--- config.mk ---
export PLATFORM = sky130hd
export DESIGN_NAME = dreq_sampler
export DESIGN_NICKNAME = d
export VERILOG_FILES = /design/src/rtl/dreq_pkg.sv /design/src/rtl/dreq_sync.sv /design/src/rtl/dreq_chan.sv /design/src/rtl/dreq_sampler.sv
export SDC_FILE = /design/constraint.sdc
export NUM_CORES = 1
export LEC_CHECK = 0
export ABC_AREA = 0
export CELL_PAD_IN_SITES_DETAIL_PLACEMENT = 0
export CELL_PAD_IN_SITES_GLOBAL_PLACEMENT = 1
export CORE_ASPECT_RATIO = 1.5
export CORE_MARGIN = 2
export CORE_UTILIZATION = 26
export DETAILED_ROUTE_END_ITERATION = 8
export PLACE_DENSITY_LB_ADDON = 0.2
export SYNTH_ARGS = -nofsm -noshare
export SYNTH_HDL_FRONTEND = slang
export SYNTH_SLANG_ARGS = --single-unit
--- constraint.sdc ---
create_clock -name clk -period 1.2 [get_ports clk]
set_input_delay 0.36 -clock clk [delete_from_list [all_inputs] [get_ports clk]]
set_output_delay 0.36 -clock clk [all_outputs]
set_load 0.02 [all_outputs]
--- src/rtl/dreq_pkg.sv ---
package dreq_pkg;

    // Sense selector encoding: bit1 = active high/rising, bit0 = edge mode
    typedef enum logic [1:0] {
        SNS_LOW_LVL  = 2'b00,
        SNS_FALL     = 2'b01,
        SNS_HIGH_LVL = 2'b10,
        SNS_RISE     = 2'b11
    } sense_e;

    typedef struct packed {
        logic active_high;
        logic edge_mode;
    } sense_t;

    function automatic sense_t sense_decode(input sense_e s);
        sense_t d;
        d.active_high = s[1];
        d.edge_mode   = s[0];
        return d;
    endfunction

    // Pin is at its asserted value for this selector
    function automatic logic pin_active(input sense_t d, input logic lvl);
        return lvl == d.active_high;
    endfunction

endpackage

--- src/rtl/dreq_sync.sv ---
module dreq_sync #(
    parameter int   WIDTH   = 2,
    parameter logic RST_VAL = 1'b1
) (
    input  logic             clk,
    input  logic             rst,
    input  logic [WIDTH-1:0] d_async,
    output logic [WIDTH-1:0] q_sync
);
    logic [WIDTH-1:0] stage1;

    always_ff @(posedge clk) begin
        if (rst) begin
            stage1 <= {WIDTH{RST_VAL}};
            q_sync <= {WIDTH{RST_VAL}};
        end else begin
            stage1 <= d_async;
            q_sync <= stage1;
        end
    end
endmodule

--- src/rtl/dreq_chan.sv ---
module dreq_chan
    import dreq_pkg::*;
#(
    parameter logic IDLE_VAL = 1'b1
) (
    input  logic   clk,
    input  logic   rst,
    input  logic   wr_en,
    input  sense_e wr_sel,
    input  logic   pin_s,
    input  logic   src_ext,
    input  logic   ack,
    output sense_e sel_q,
    output logic   req
);
    sense_t dec;
    logic   prev_q;
    logic   pend_q;
    logic   edge_hit;

    assign dec = sense_decode(sel_q);

    // Edge: synchronized pin now asserted, previous sample was not
    assign edge_hit = dec.edge_mode && src_ext
                      && pin_active(dec, pin_s) && !pin_active(dec, prev_q);

    always_ff @(posedge clk) begin
        if (rst) begin
            sel_q  <= SNS_LOW_LVL;
            prev_q <= IDLE_VAL;
            pend_q <= 1'b0;
        end else begin
            prev_q <= pin_s;
            if (wr_en) sel_q <= wr_sel;
            if (wr_en || !src_ext)  pend_q <= 1'b0;
            else if (edge_hit)      pend_q <= 1'b1;
            else if (ack)           pend_q <= 1'b0;
        end
    end

    always_comb begin
        if (!src_ext)           req = 1'b0;
        else if (dec.edge_mode) req = pend_q;
        else                    req = pin_active(dec, pin_s);
    end

    AST_RESET_CLEAN: assert property (@(posedge clk) rst |=> (sel_q == SNS_LOW_LVL) && !pend_q);
    AST_EDGE_HOLD: assert property (@(posedge clk) disable iff (rst)
        (pend_q && !ack && src_ext && !wr_en) |=> pend_q);
    AST_ACK_CLEARS: assert property (@(posedge clk) disable iff (rst)
        (ack && !edge_hit) |=> !pend_q);
    AST_SRC_DROP: assert property (@(posedge clk) disable iff (rst)
        !src_ext |=> !pend_q);
    AST_WR_CLEARS: assert property (@(posedge clk) disable iff (rst)
        wr_en |=> !pend_q);
endmodule

--- src/rtl/dreq_sampler.sv ---
module dreq_sampler
    import dreq_pkg::*;
#(
    parameter int NCH  = 4,
    parameter int NPIN = 2,
    localparam int CHW = (NCH > 1) ? $clog2(NCH) : 1
) (
    input  logic            clk,
    input  logic            rst,
    input  logic            cfg_we,
    input  logic [CHW-1:0]  cfg_wr_ch,
    input  logic [1:0]      cfg_wdata,
    input  logic [CHW-1:0]  cfg_rd_ch,
    output logic [1:0]      cfg_rdata,
    input  logic [NPIN-1:0] pin_raw,
    input  logic [NCH-1:0]  src_ext,
    input  logic [NCH-1:0]  ack,
    output logic [NCH-1:0]  req_out
);
    logic [NPIN-1:0] pin_s;
    sense_e          sel_arr [NCH];

    dreq_sync #(.WIDTH(NPIN), .RST_VAL(1'b1)) u_sync (
        .clk     (clk),
        .rst     (rst),
        .d_async (pin_raw),
        .q_sync  (pin_s)
    );

    for (genvar c = 0; c < NCH; c++) begin : g_ch
        if (c < NPIN) begin : g_pin
            logic wr_hit;
            assign wr_hit = cfg_we && (cfg_wr_ch == CHW'(c));
            dreq_chan #(.IDLE_VAL(1'b1)) u_chan (
                .clk     (clk),
                .rst     (rst),
                .wr_en   (wr_hit),
                .wr_sel  (sense_e'(cfg_wdata)),
                .pin_s   (pin_s[c]),
                .src_ext (src_ext[c]),
                .ack     (ack[c]),
                .sel_q   (sel_arr[c]),
                .req     (req_out[c])
            );
        end else begin : g_nopin
            assign sel_arr[c] = SNS_LOW_LVL;
            assign req_out[c] = 1'b0;
        end
    end

    assign cfg_rdata = sel_arr[cfg_rd_ch];

    AST_NOPIN_READ: assert property (@(posedge clk) disable iff (rst)
        (int'(cfg_rd_ch) >= NPIN) |-> (cfg_rdata == 2'b00));
endmodule

==> metrics <==
status finished, violations left; failing checks negative setup slack; Fin Hold WS 0.410 ns; Clock power frac 30.4%; sequential group share of total power 53.2%; first-pass GRT wire length 1820 um; Slew Limit Fails 0; placed insts 101; Worst Setup End Kind output pin; post-layout worst setup margin -0.274 ns; R2R setup slack 0.14 ns; DRT iter0 DRCs 7; # clock sinks 12; die area 2550 um^2; RR Startpoint u_sync.q_sync[0]; IO buf count 18; critical path arrival 1.11 ns; DRC 0; fin crit period ~1.5 ns; CP Data Required Time around 0.84 ns; Pwr Density 948 nW/um^2; design area 831 um^2; Logic pwr share 16.4%; Max Cap Violations 0; antenna violations before repair 0; Finish-stage setup viols 4; I/O pin cnt 25; Post-Synthesis Cells between 50 and 60; routed wire length 1050 um; Net Switching 0.178 mW; Mapped Area 561 um^2; CTS clk-pin slew, worst paths around 0.07 ns; P_leak roughly 0.37 nW; H-tree depth 1; Layout area overhead 48.2%; Vias/cell 4.47; Die W between 40 and 50 um; final core utilization 41.0%; critical path class reg2out; DR vias 469; largest net degree at the start of global routing 13; ant diodes 0; hpwl dp between 800 and 900 um; Final Cycle Share 123%; non-filler cells, final 105; CTS buffer count 3; final hold violation count 0; worst skew pair latency 0.27 ns; placed cell area 801 um^2; RSZ-0062 raised after global routing yes; sequential fraction of the synthesis area between 40% and 50%; Post-Syn Area per Cell 9.83 um^2; TritonCTS clock tree yes; worst min-delay path startpoint u_sync.stage1[1]; number of global-route vias before repair 440; CP Launch Type flip-flop; fmax 0.678 GHz; Critical path origin g_ch[0].g_pin.u_chan.sel_q[1]; Internal Power between 0.6 and 0.7 mW; Avg WL per Cell about 10 um; Sw Ratio 22.7%; Setup Skew 0.000417 ns; Initial Util 27.7%; Tightest Hold Check Type reg2reg; Layout Nets 104; clock tree buffer depth 2; Post-DRT Antenna Nets 0; Warnings, synthesis 0; total grt overflow 0; Yosys reg bits 12; TNS Setup -0.869 ns; num rows 20; worst vdd ir 0.615 mV; share of layout cells above drive strength 1 37.3%; post-synth cell types 22; DRT Pass-1 Iters 2; clock root buffer master clkbuf_4; Final GP Congestion 0.638; GR Util All Layers 10.0%; worst-path fanout max 2; die height 60.9 um; Core Region slightly above 2000 um^2
==> sequential cells by signal, indices dropped and copies added, names as in the netlist <==
name,cells
g_ch.g_pin.u_chan.prev_q,2
u_sync.stage1,2
g_ch.g_pin.u_chan.sel_q,4
u_sync.q_sync,2
g_ch.g_pin.u_chan.pend_q,2
==> timing repair <==
item                                   CTS  global route
endpoints found under the hold margin    0             0
buffers inserted                         1             0
setup endpoints to repair                6             8
resized for setup                       33             1
hold buffers                             0             0
pin swaps                                4             0
==> worst max-delay path: stages (launching register included) <==
cell and delay [ns]:
dfxtp_2 0.32, xor2_1 0.15, o21ai_1 0.11, and2_1 0.15, buf_6 0.11
==> kinds of logic (layout without fill, tap and decap cells) <==
group	after synthesis	after routing	synth area share, %
AOI/OAI and AO/OA	4	4	3.57
DFF	12	12	42.9
and+or+nand+nor	27	27	33.0
buffers and inverters	5	30	6.03
xor gates and xnor gates	2	2	3.13
other	1	2	0.669
muxes	6	6	10.7
==> path summary, 6_finish.rpt <==
kind         cells past startpoint                           to
max reg2reg                      4  g_ch[0].g_pin.u_chan.pend_q
min                              1             u_sync.q_sync[1]
max                              4                   req_out[0]
min reg2reg                      1             u_sync.q_sync[1]
==> per-stage QoR <==
step	power (mW)	setup WS, ns
4_1_cts	0.803	-0.304
6_report	0.787	-0.274
3_5_place_dp	0.560	-0.823
2_1_floorplan	0.486	0.0107
5_1_grt	0.832	-0.345
3_3_place_gp	0.559	-0.795
==> synth_stat cells <==
master	number	area [um^2]
dfxtp_1	12	240
mux2i_1	6	60.1
nor2_1	6	22.5
or2_2	6	37.5
buf_4	4	30.0
o21ai_0	3	15.0
and2_1	2	12.5
nand2_1	2	7.51
nand3b_1	2	15.0
xor2_1	2	17.5
a21oi_1	1	5.00
and3b_1	1	8.76
and4b_1	1	10.0
and4bb_1	1	12.5
clkbuf_1	1	3.75
conb_1	1	3.75
nand2b_1	1	6.26
nor2b_1	1	6.26
nor3_1	1	5.00
nor3b_1	1	7.51
nor3b_4	1	18.8
nor4b_2	1	15.0
==> cell usage in the layout, fill, tap and decap left out, types with 2 or more instances in the layout <==
cell             instances
and2_1                   2
dfxtp_2                  6
dlygate4sd2_1            3
conb_1                   2
nand2_1                  2
xor2_1                   2
clkbuf_4                 3
clkdlybuf4s50_1          9
nand3b_1                 2
or2_2                    6
buf_6                    2
o21ai_1                  2
nor2_1                   6
dfxtp_1                  6
buf_4                   10
mux2i_1                  6
==> power groups by stage <==
stage | Combinational [mW] | Sequential (mW) | Clock (mW)
6_report | 0.129 | 0.419 | 0.239
5_1_grt | 0.141 | 0.420 | 0.271
4_1_cts | 0.132 | 0.419 | 0.252
3_5_place_dp | 0.133 | 0.427 | 0
3_3_place_gp | 0.132 | 0.427 | 0
2_1_floorplan | 0.0582 | 0.428 | 0
==> layout make-up <==
cell class / instances / area (um^2)
repair buffers: 27 / 243
clock buffers: 3 / 22.5
flip-flops and latches: 12 / 248
fillers: 220 / 1200
multi-input cells: 41 / 290
well taps: 22 / 27.5
==> layer usage <==
metal | part of all wire (%) | track usage (%) | vias to the layer above
li1 | - | - | 240
met4 | 3.1 | 11.1 | 0
met5 | 0 | 0 | -
met2 | 45 | 15.0 | 17
met3 | 6.8 | 2.98 | 4
met1 | 45 | 10.8 | 208
Power figures use the tool's default switching activity.
